[config.mk]
export PLATFORM = sky130hd
export DESIGN_NAME = trace_ctl_top
export DESIGN_NICKNAME = d
export VERILOG_FILES = /design/src/rtl/trace_pkg.sv /design/src/rtl/trace_seq.sv /design/src/rtl/trace_bits.sv /design/src/rtl/trace_save.sv /design/src/rtl/trace_ctl_top.sv
export SDC_FILE = /design/constraint.sdc
export NUM_CORES = 1
export LEC_CHECK = 0
export ABC_CLOCK_PERIOD_IN_PS = 1000
export CAP_MARGIN = 20
export CORE_AREA = 2 2 39 41
export DETAILED_ROUTE_END_ITERATION = 8
export DIE_AREA = 0 0 41 43
export DONT_BUFFER_PORTS = 1
export MAX_ROUTING_LAYER = met4
export PLACE_DENSITY = 0.45
export SLEW_MARGIN = 0
export SYNTH_ARGS = -nofsm -noshare
export SYNTH_HDL_FRONTEND = slang
export SYNTH_SLANG_ARGS = --single-unit
[constraint.sdc]
create_clock -name clk -period 1 [get_ports clk]
set_input_delay 0 -clock clk [delete_from_list [all_inputs] [get_ports clk]]
set_output_delay 0 -clock clk [all_outputs]
set_load 0.05 [all_outputs]
[src/rtl/trace_pkg.sv]
package trace_pkg;

    localparam int KIND_W = 3;

    typedef enum logic [KIND_W-1:0] {
        END_OK    = 3'd0,
        END_FAULT = 3'd1,
        END_ABORT = 3'd2,
        END_ATRAP = 3'd3,
        END_INTR  = 3'd4
    } end_kind_e;

    typedef enum logic [0:0] {
        ST_IDLE = 1'b0,
        ST_EXEC = 1'b1
    } seq_state_e;

    typedef struct packed {
        logic t;
        logic tp;
    } trc_pair_t;

endpackage

[src/rtl/trace_seq.sv]
module trace_seq
    import trace_pkg::*;
(
    input  logic       clk,
    input  logic       rst_n,
    input  logic       start,
    input  logic       end_ev,
    input  logic       intr_btw,
    input  logic       tp,
    output logic       start_ok,
    output logic       trace_hit,
    output logic       end_ok,
    output logic       intr_ok,
    output seq_state_e state
);

    seq_state_e state_nxt;
    logic       idle;
    logic       begin_exec;

    assign idle = (state == ST_IDLE);

    always_comb begin
        intr_ok    = idle & intr_btw;
        start_ok   = idle & start & ~intr_btw;
        trace_hit  = start_ok & tp;
        begin_exec = start_ok & ~tp;
        end_ok     = ~idle & end_ev;
    end

    always_comb begin
        state_nxt = state;
        unique case (state)
            ST_IDLE: if (begin_exec) state_nxt = ST_EXEC;
            ST_EXEC: if (end_ok)     state_nxt = ST_IDLE;
            default: state_nxt = ST_IDLE;
        endcase
    end

    always_ff @(posedge clk) begin
        if (!rst_n) state <= ST_IDLE;
        else        state <= state_nxt;
    end

    // a trace hit never starts the instruction
    a_r2_hit_stays_idle: assert property (@(posedge clk) disable iff (!rst_n)
        trace_hit |=> (state == ST_IDLE));

    // a start while busy keeps the unit busy
    a_r11_busy_ignores_start: assert property (@(posedge clk) disable iff (!rst_n)
        (state == ST_EXEC && start && !end_ev) |=> (state == ST_EXEC));

endmodule

[src/rtl/trace_bits.sv]
module trace_bits
    import trace_pkg::*;
(
    input  logic      clk,
    input  logic      rst_n,
    input  logic      start_ok,
    input  logic      trace_hit,
    input  logic      end_ok,
    input  end_kind_e kind,
    input  logic      dec_chm,
    input  logic      dec_rei,
    input  logic      dec_setbits,
    input  logic      setbits_t,
    input  logic      rest_t,
    input  logic      rest_tp,
    input  logic      ld_en,
    input  logic      ld_val,
    output trc_pair_t bits
);

    trc_pair_t nxt;

    always_comb begin
        nxt = bits;
        if (ld_en) nxt.t = ld_val;
        if (start_ok) begin
            if (bits.tp) nxt.tp = 1'b0;
            else         nxt.tp = bits.t;
        end
        if (end_ok) begin
            unique case (kind)
                END_FAULT, END_INTR: nxt.tp = 1'b0;
                END_ABORT, END_ATRAP: ;
                END_OK: begin
                    if (dec_chm) begin
                        nxt.t  = 1'b0;
                        nxt.tp = 1'b0;
                    end else if (dec_rei) begin
                        nxt.t  = rest_t;
                        nxt.tp = bits.t | rest_tp;
                    end else if (dec_setbits && setbits_t) begin
                        nxt.t = 1'b1;
                    end
                end
                default: ;
            endcase
        end
    end

    always_ff @(posedge clk) begin
        if (!rst_n) bits <= '0;
        else        bits <= nxt;
    end

    // pending trace consumed
    a_r2_tp_cleared: assert property (@(posedge clk) disable iff (!rst_n)
        trace_hit |=> !bits.tp);

    // pending armed from enable at a clean start
    a_r3_tp_armed: assert property (@(posedge clk) disable iff (!rst_n)
        (start_ok && !bits.tp) |=> (bits.tp == $past(bits.t)));

    // change-mode clears both live bits
    a_r6_chm_clears: assert property (@(posedge clk) disable iff (!rst_n)
        (end_ok && kind == END_OK && dec_chm) |=> (!bits.t && !bits.tp));

    // return restores T and merges TP
    a_r7_rei_restore: assert property (@(posedge clk) disable iff (!rst_n)
        (end_ok && kind == END_OK && dec_rei && !dec_chm) |=>
        (bits.t == $past(rest_t)) && (bits.tp == ($past(bits.t) | $past(rest_tp))));

endmodule

[src/rtl/trace_save.sv]
module trace_save
    import trace_pkg::*;
(
    input  logic      clk,
    input  logic      rst_n,
    input  trc_pair_t bits,
    input  logic      trace_hit,
    input  logic      intr_ok,
    input  logic      end_ok,
    input  end_kind_e kind,
    input  logic      dec_chm,
    input  logic      dec_rei,
    input  logic      dec_setbits,
    input  logic      dec_call,
    output logic      sv_vld,
    output trc_pair_t sv
);

    logic      vld_nxt;
    trc_pair_t sv_nxt;

    always_comb begin
        vld_nxt = 1'b0;
        sv_nxt  = bits;
        if (trace_hit) begin
            vld_nxt   = 1'b1;
            sv_nxt.tp = 1'b0;
        end else if (intr_ok) begin
            vld_nxt = 1'b1;
        end else if (end_ok) begin
            unique case (kind)
                END_FAULT, END_INTR: begin
                    vld_nxt   = 1'b1;
                    sv_nxt.tp = 1'b0;
                end
                END_ABORT, END_ATRAP: vld_nxt = 1'b1;
                END_OK: begin
                    if (dec_chm) begin
                        vld_nxt   = 1'b1;
                        sv_nxt.tp = bits.t;
                    end else if (!dec_rei && !dec_setbits && dec_call) begin
                        vld_nxt  = 1'b1;
                        sv_nxt.t = 1'b0;
                    end
                end
                default: ;
            endcase
        end
    end

    always_ff @(posedge clk) begin
        if (!rst_n) begin
            sv_vld <= 1'b0;
            sv     <= '0;
        end else begin
            sv_vld <= vld_nxt;
            sv     <= sv_nxt;
        end
    end

    // fault or mid-instruction interrupt saves TP as clear
    a_r4_fault_save: assert property (@(posedge clk) disable iff (!rst_n)
        (end_ok && (kind == END_FAULT || kind == END_INTR)) |=>
        (sv_vld && !sv.tp && sv.t == $past(bits.t)));

    // abort or arithmetic trap saves TP untouched
    a_r5_trap_save: assert property (@(posedge clk) disable iff (!rst_n)
        (end_ok && (kind == END_ABORT || kind == END_ATRAP)) |=>
        (sv_vld && sv.tp == $past(bits.tp)));

    // call saves a clear T
    a_r9_call_save: assert property (@(posedge clk) disable iff (!rst_n)
        (end_ok && kind == END_OK && dec_call && !dec_chm && !dec_rei && !dec_setbits) |=>
        (sv_vld && !sv.t && sv.tp == $past(bits.tp)));

endmodule

[src/rtl/trace_ctl_top.sv]
module trace_ctl_top
    import trace_pkg::*;
(
    input  logic              clk,
    input  logic              rst_n,
    input  logic              i_start,
    input  logic              i_end,
    input  logic [KIND_W-1:0] i_end_kind,
    input  logic              i_dec_chm,
    input  logic              i_dec_rei,
    input  logic              i_dec_setbits,
    input  logic              i_setbits_t,
    input  logic              i_dec_call,
    input  logic              i_rest_t,
    input  logic              i_rest_tp,
    input  logic              i_intr_between,
    input  logic              i_ld_t_en,
    input  logic              i_ld_t_val,
    output logic              o_trace_req,
    output logic              o_t,
    output logic              o_tp,
    output logic              o_save_vld,
    output logic              o_save_t,
    output logic              o_save_tp
);

    end_kind_e  kind;
    trc_pair_t  bits;
    trc_pair_t  sv;
    seq_state_e state;
    logic       start_ok;
    logic       trace_hit;
    logic       end_ok;
    logic       intr_ok;

    assign kind = end_kind_e'(i_end_kind);

    trace_seq u_seq (
        .clk       (clk),
        .rst_n     (rst_n),
        .start     (i_start),
        .end_ev    (i_end),
        .intr_btw  (i_intr_between),
        .tp        (bits.tp),
        .start_ok  (start_ok),
        .trace_hit (trace_hit),
        .end_ok    (end_ok),
        .intr_ok   (intr_ok),
        .state     (state)
    );

    trace_bits u_bits (
        .clk         (clk),
        .rst_n       (rst_n),
        .start_ok    (start_ok),
        .trace_hit   (trace_hit),
        .end_ok      (end_ok),
        .kind        (kind),
        .dec_chm     (i_dec_chm),
        .dec_rei     (i_dec_rei),
        .dec_setbits (i_dec_setbits),
        .setbits_t   (i_setbits_t),
        .rest_t      (i_rest_t),
        .rest_tp     (i_rest_tp),
        .ld_en       (i_ld_t_en),
        .ld_val      (i_ld_t_val),
        .bits        (bits)
    );

    trace_save u_save (
        .clk         (clk),
        .rst_n       (rst_n),
        .bits        (bits),
        .trace_hit   (trace_hit),
        .intr_ok     (intr_ok),
        .end_ok      (end_ok),
        .kind        (kind),
        .dec_chm     (i_dec_chm),
        .dec_rei     (i_dec_rei),
        .dec_setbits (i_dec_setbits),
        .dec_call    (i_dec_call),
        .sv_vld      (o_save_vld),
        .sv          (sv)
    );

    always_comb begin
        o_trace_req = trace_hit;
        o_t         = bits.t;
        o_tp        = bits.tp;
        o_save_t    = sv.t;
        o_save_tp   = sv.tp;
    end

    // the trace request only ever appears between instructions
    a_r1_req_only_idle: assert property (@(posedge clk) disable iff (!rst_n)
        o_trace_req |-> (state == ST_IDLE && i_start));

endmodule

==> results.cfg, run 1 <==
[synth]
synth_flop_cell = dfxtp_1
syn-mean-instance-area_um2 = 8.50
synthCells = 44
synth_nets = 61
synthDistinctLibCells = 23
synth_warnings = 0
synth_area_um2 = 374
synth_seq_cells = 6
async_flop_share_pct = 0
ys_seq_area_share_pct = 32.1
synth-edff-count = 0

[routing]
final_antenna_net_count = 0
drc = 0
drtIter0Drc = 9
via_per_inst = 5.65
routedWlPerCell_um = 15.0
wirelength_um = 1110
vias = 418
drt_pre_antenna_iters = 4

[setup_path]
crit_slowest_cell = dfxtp_2
endpoint_kind = flop
cp_max_fo = 3
critical_path.startpoint = u_seq.state$_SDFF_PN0_
critPathRequiredTime_ns = 1.14
crit_chain = nor3b_4 -> buf_4 -> mux2i_2 -> o32ai_2
path_class = flop to flop
max_stage_delay_ns = 0.34
r2r-start = u_seq.state$_SDFF_PN0_
startpoint_type = flop
arrival_ns = 1.24

[power_and_ir_drop]
p_sw_w = 0.000193
power_w = 0.000653
ir_worst_vdd_mv = 0.463
intPower_w = 0.000460
seqPwrFrac_pct = 42.7
comb_power_share_pct = 18.0
p_leak_nw = 0.215
p_sw_share_pct = 29.5
power-per-cell-area_mw_per_mm2 = 1140
pwr-share-clk_pct = 39.3

[timing]
holdWs_ns = -0.0611
max_clock_freq_mhz = 905
worst_pin_slew_ns = 0.480
fin_skew_ns = 0.0150
setup_viol_count_final = 4
fin_setup_tns_ns = -0.300
slew_violations = 0
finalHoldViolCount = 2
finalWorstSetupSlack_ns = -0.105
timing.final.crit_period_ns = 1.11
min_period_over_period_pct = 111
rsz0062_at_grt = true
slew_headroom_pct = 68.0

[global_routing]
grt_pass1_vias = 418
grt_overflow = 0
grt_util_all_layers_pct = 14.7
grt_antenna_before_repair = 0
grt_pass1_wl_um = 1700
grt_max_degree = 10

[clocking]
cts_root_buffer = clkbuf_4
cts.path.max_buffers = 2
clk-insertion-delay-late_ns = 0.26
tritoncts = done
clkTransAtPathRegs_ns = 0.06
cts_sinks = 6
cts_buffers = 3
htreeDepth = 1
hold_buffers = 4

[final_layout]
fin_nets = 76
antenna_cells = 0
area_growth_pct = 53.2
drive_gt1_share_pct = 34.5

[status]
violations = hold timing, setup timing
status = complete, but fails checks

[floorplanning]
fp.dieW_um = 41
start_util_pct = 27.0
rows = 14
dieArea_mm2 = 0.00176
coreArea_mm2 = 0.00138
die_y_um = 43
ioPinCount = 23

[worst_hold_path]
hold_start = i_end_kind[1]
hold_class = input pin to flop

[place]
gp_congestion = 0.787
io_buffers = 0
hpwl_um = 847

[job]
drv_cap = 0
==> sequential cells by signal, summed over array words and instances, names as in the netlist <==
signal / count
u_save.sv: 2
u_save.sv_vld: 1
u_bits.bits: 2
u_seq.state: 1
==> cells by family after synthesis <==
group / synth area share [%]
AOI/OAI and AO/OA: 31.1
DFF: 32.1
buffers and inverters: 3.01
and+or+nand+nor: 28.4
muxes: 5.35
==> power groups by stage <==
stage	combinational [W]	clock [W]	sequential [W]
after floorplan	0.0000508	0	0.000295
after global placement	0.0000823	0	0.000283
after detailed placement	0.0000841	0	0.000284
after CTS	0.000107	0.000262	0.000279
after global routing	0.000126	0.000286	0.000280
final	0.000117	0.000257	0.000279
==> through the flow <==
stage	setup slack, ns	utilization [%]	instance area (um2)	cells
final	-0.105	41.4	573	74
after floorplan	-0.0321	-	397	44
after detailed placement	-0.0360	33.2	459	64
after CTS	-0.116	39.4	546	74
after global routing	-0.164	41.4	573	74
after global placement	-0.00363	33.2	459	64
==> critical path: cells and delay by family (launching register included) <==
family,cells,cell delay [ns]
and+or+nand+nor,1,0.19
buffers and inverters,1,0.16
muxes,1,0.21
AOI/OAI and AO/OA,1,0.09
DFF,1,0.34
==> synth_stat cells (all sizes together) (2+ instances only) <==
cell	n	area, um2
a211oi	2	15.0
a21oi	4	20.0
and2	3	20.0
dfxtp	6	120
inv	3	11.3
mux2i	2	20.0
nand4	2	12.5
nor2	2	7.51
nor2b	3	18.8
nor3b	2	15.0
o31ai	3	22.5
o32ai	2	17.5
==> final timing paths <==
path              cells after the start  slack (ns)                        end
setup reg to reg                      4       -0.11  u_bits.bits[0]$_SDFF_PN0_
hold / removal                        2       -0.06  u_bits.bits[0]$_SDFF_PN0_
hold reg to reg                       1        0.55    u_save.sv[1]$_SDFF_PN0_
setup / recovery                      4       -0.11  u_bits.bits[0]$_SDFF_PN0_
==> metal layers <==
layer,vias up,global-route usage [%],part of all wire (%)
met5,-,-,0
met4,0,6.00,1.5
met3,2,5.24,7.8
met2,14,22.5,50
met1,197,16.8,41
li1,205,-,-
==> placed cells by master (no fill, tap or decap), types with 2 or more instances in the layout <==
cell,instances
dfxtp_1,3
dlygate4sd3_1,3
o31ai_2,2
a21oi_1,4
clkbuf_4,3
nand4_1,2
nor2b_1,3
nor2_1,2
dfxtp_4,2
buf_4,5
a211oi_1,2
inv_1,3
==> what timing repair did <==
action / 4_1_cts / 5_1_grt
endpoints found under the setup margin: 4 / 6
gates resized for setup: 1 / 6
hold endpoints to repair: 6 / 2
pin swaps: 3 / 1
setup buffers: 2 / 0
==> final cells by class <==
cell class,instances,area [um2]
clock buffer,4,26.3
fill,151,811
inverter,3,11.3
multi-input combinational,35,287
sequential,6,129
tap,16,20.0
timing repair buffer,10,100
Note: power is estimated with default switching activity, not from simulation.
==> run 2, diff against run 1 <==
--- a/config.mk
+++ b/config.mk
@@ -8,10 +8,10 @@
 export ABC_CLOCK_PERIOD_IN_PS = 1000
 export CAP_MARGIN = 20
 export CORE_AREA = 2 2 39 41
+export CTS_BUF_LIST = sky130_fd_sc_hd__clkbuf_8
 export DETAILED_ROUTE_END_ITERATION = 8
 export DIE_AREA = 0 0 41 43
 export DONT_BUFFER_PORTS = 1
-export MAX_ROUTING_LAYER = met4
 export PLACE_DENSITY = 0.45
 export SLEW_MARGIN = 0
 export SYNTH_ARGS = -nofsm -noshare
==> results.cfg, run 2 (synthesis gave the netlist of run 1 again) <==
[setup_path]
r2r-start = u_seq.state$_SDFF_PN0_
rrSetupSlack_ns = -0.06
path_class = flop to output port
endpoint_kind = output port
rr_worst_depth = 4
startpoint_type = flop
arrival_ns = 1.07
critPathRequiredTime_ns = 1.00
cp_max_fo = 2
r2r_end = u_bits.bits[0]$_SDFF_PN0_

[power_and_ir_drop]
ir_worst_vdd_mv = 0.551
power-per-cell-area_mw_per_mm2 = 1190
p_leak_nw = 0.249

[floorplanning]
coreArea_mm2 = 0.00138
fp.dieW_um = 41
start_util_pct = 27.0
dieArea_mm2 = 0.00176
rows = 14
die_y_um = 43
ioPinCount = 23

[final_layout]
fin_nets = 80
num-fill-cells = 138
antenna_cells = 0
fin_area_um2 = 668
layout_common_cells = buf_4 (6), dlygate4sd3_1 (5), inv_1 (4), a21oi_1 (4)
area_growth_pct = 78.6
reg_top3 = u_bits.bits (2), u_save.sv (2)
layout_commonest_cell = buf_4
drive_gt1_share_pct = 43.5
multi_input_area_um2 = 329
seqCellArea_um2 = 131

[place]
io_buffers = 0
gp_congestion = 0.776
place_area_um2 = 459
hpwl_um = 847

[timing]
fin_skew_ns = 0.0103
holdWs_ns = -0.0173
slew_violations = 0
fin_setup_tns_ns = -0.207
timing.final.crit_period_ns = 1.07
slew_headroom_pct = 68.0
max_clock_freq_mhz = 931
finalWorstSetupSlack_ns = -0.0740
finalHoldViolCount = 2
min_period_over_period_pct = 107
setup_viol_count_final = 5
rsz0062_at_grt = true
worst_pin_slew_ns = 0.480

[status]
status = complete, but fails checks
violations = hold timing, setup timing

[routing]
drtIter0Drc = 9
drt_pre_antenna_iters = 4
drc = 0
wirelength_um = 1170
final_antenna_net_count = 0
vias = 433
via_per_inst = 5.55
routedWlPerCell_um = 15.0

[clocking]
tritoncts = done
clk-insertion-delay-late_ns = 0.23
cts_root_buffer = clkbuf_8
htreeDepth = 1
clkTransAtPathRegs_ns = 0.04
cts.path.max_buffers = 2
cts_buffers = 3
cts_sinks = 6
hold_buffers = 5

[worst_hold_path]
whs_path_depth = 3
hold_start = i_end_kind[0]
hold_class = input pin to flop
min_to = u_save.sv[0]$_SDFF_PP0_

[global_routing]
grt_pass1_vias = 416
grt_util_all_layers_pct = 14.2
grt_overflow = 0
grt_pass1_wl_um = 1670
grt_antenna_before_repair = 0
grt_max_degree = 10

[job]
drv_cap = 0
[run 2: stage by stage]
stage               hold slack (ns)  worst slack (ns)  util [%]  total power, W  instances
floorplan                     0.121           -0.0321         -        0.000346         44
global placement              0.126          -0.00363      33.2        0.000365         64
detailed placement            0.132           -0.0360      33.2        0.000368         64
CTS                        0.000255           -0.0821      41.5        0.000779         75
global route               -0.00711            -0.158      48.3        0.000840         78
finish                      -0.0173           -0.0740      48.3        0.000795         78
[run 2: report_power, final]
group	switching [W]	internal [W]	leakage, nW
logic	0.0000714	0.0000720	0.171
clock network	0.000111	0.000264	0.0269
registers	0.0000274	0.000248	0.0513
total	0.000210	0.000584	0.249
[run 2: worst max-delay path by stage]
| stage | slack, ns | depth (start not counted) | from | endpoint |
|---|---|---|---|---|
| 3_5_place_dp | -0.04 | 3 | u_seq.state$_SDFF_PN0_ | u_bits.bits[1]$_SDFF_PN0_ |
| 5_1_grt | -0.16 | 4 | u_seq.state$_SDFF_PN0_ | u_bits.bits[0]$_SDFF_PN0_ |
| 4_1_cts | -0.08 | 3 | u_seq.state$_SDFF_PN0_ | o_trace_req |
| 3_3_place_gp | -0.004 | 3 | u_seq.state$_SDFF_PN0_ | u_save.sv[0]$_SDFF_PP0_ |
| 6_report | -0.07 | 3 | u_seq.state$_SDFF_PN0_ | o_trace_req |
| 2_1_floorplan | -0.03 | 3 | u_seq.state$_SDFF_PN0_ | u_save.sv[0]$_SDFF_PP0_ |
[run 2: repair_timing]
item	4_1_cts	5_1_grt
endpoints found under the setup margin	4	5
pin swaps	3	2
gates resized for setup	1	13
setup buffers	2	3
hold endpoints to repair	6	1
[run 2: metal layers]
metal | wire, um | track usage (%)
met5 | 0 | 0
met4 | 0 | 6.00
met3 | 100 | 4.71
met2 | 594 | 22.2
met1 | 475 | 16.8
[run 2: cell type report]
class,count,area share (%)
well taps,16,3.00
repair buffers,14,19.7
multi-input cells,35,49.3
flip-flops and latches,6,19.7
clock buffers,3,6.18
inverters,3,1.69
clock inverters,1,0.562
[run 2: critical path, stage by stage, from the launching register on]
cell	delay, ns
dfxtp_4	0.34
nor3b_4	0.18
and2_4	0.19
buf_12	0.13
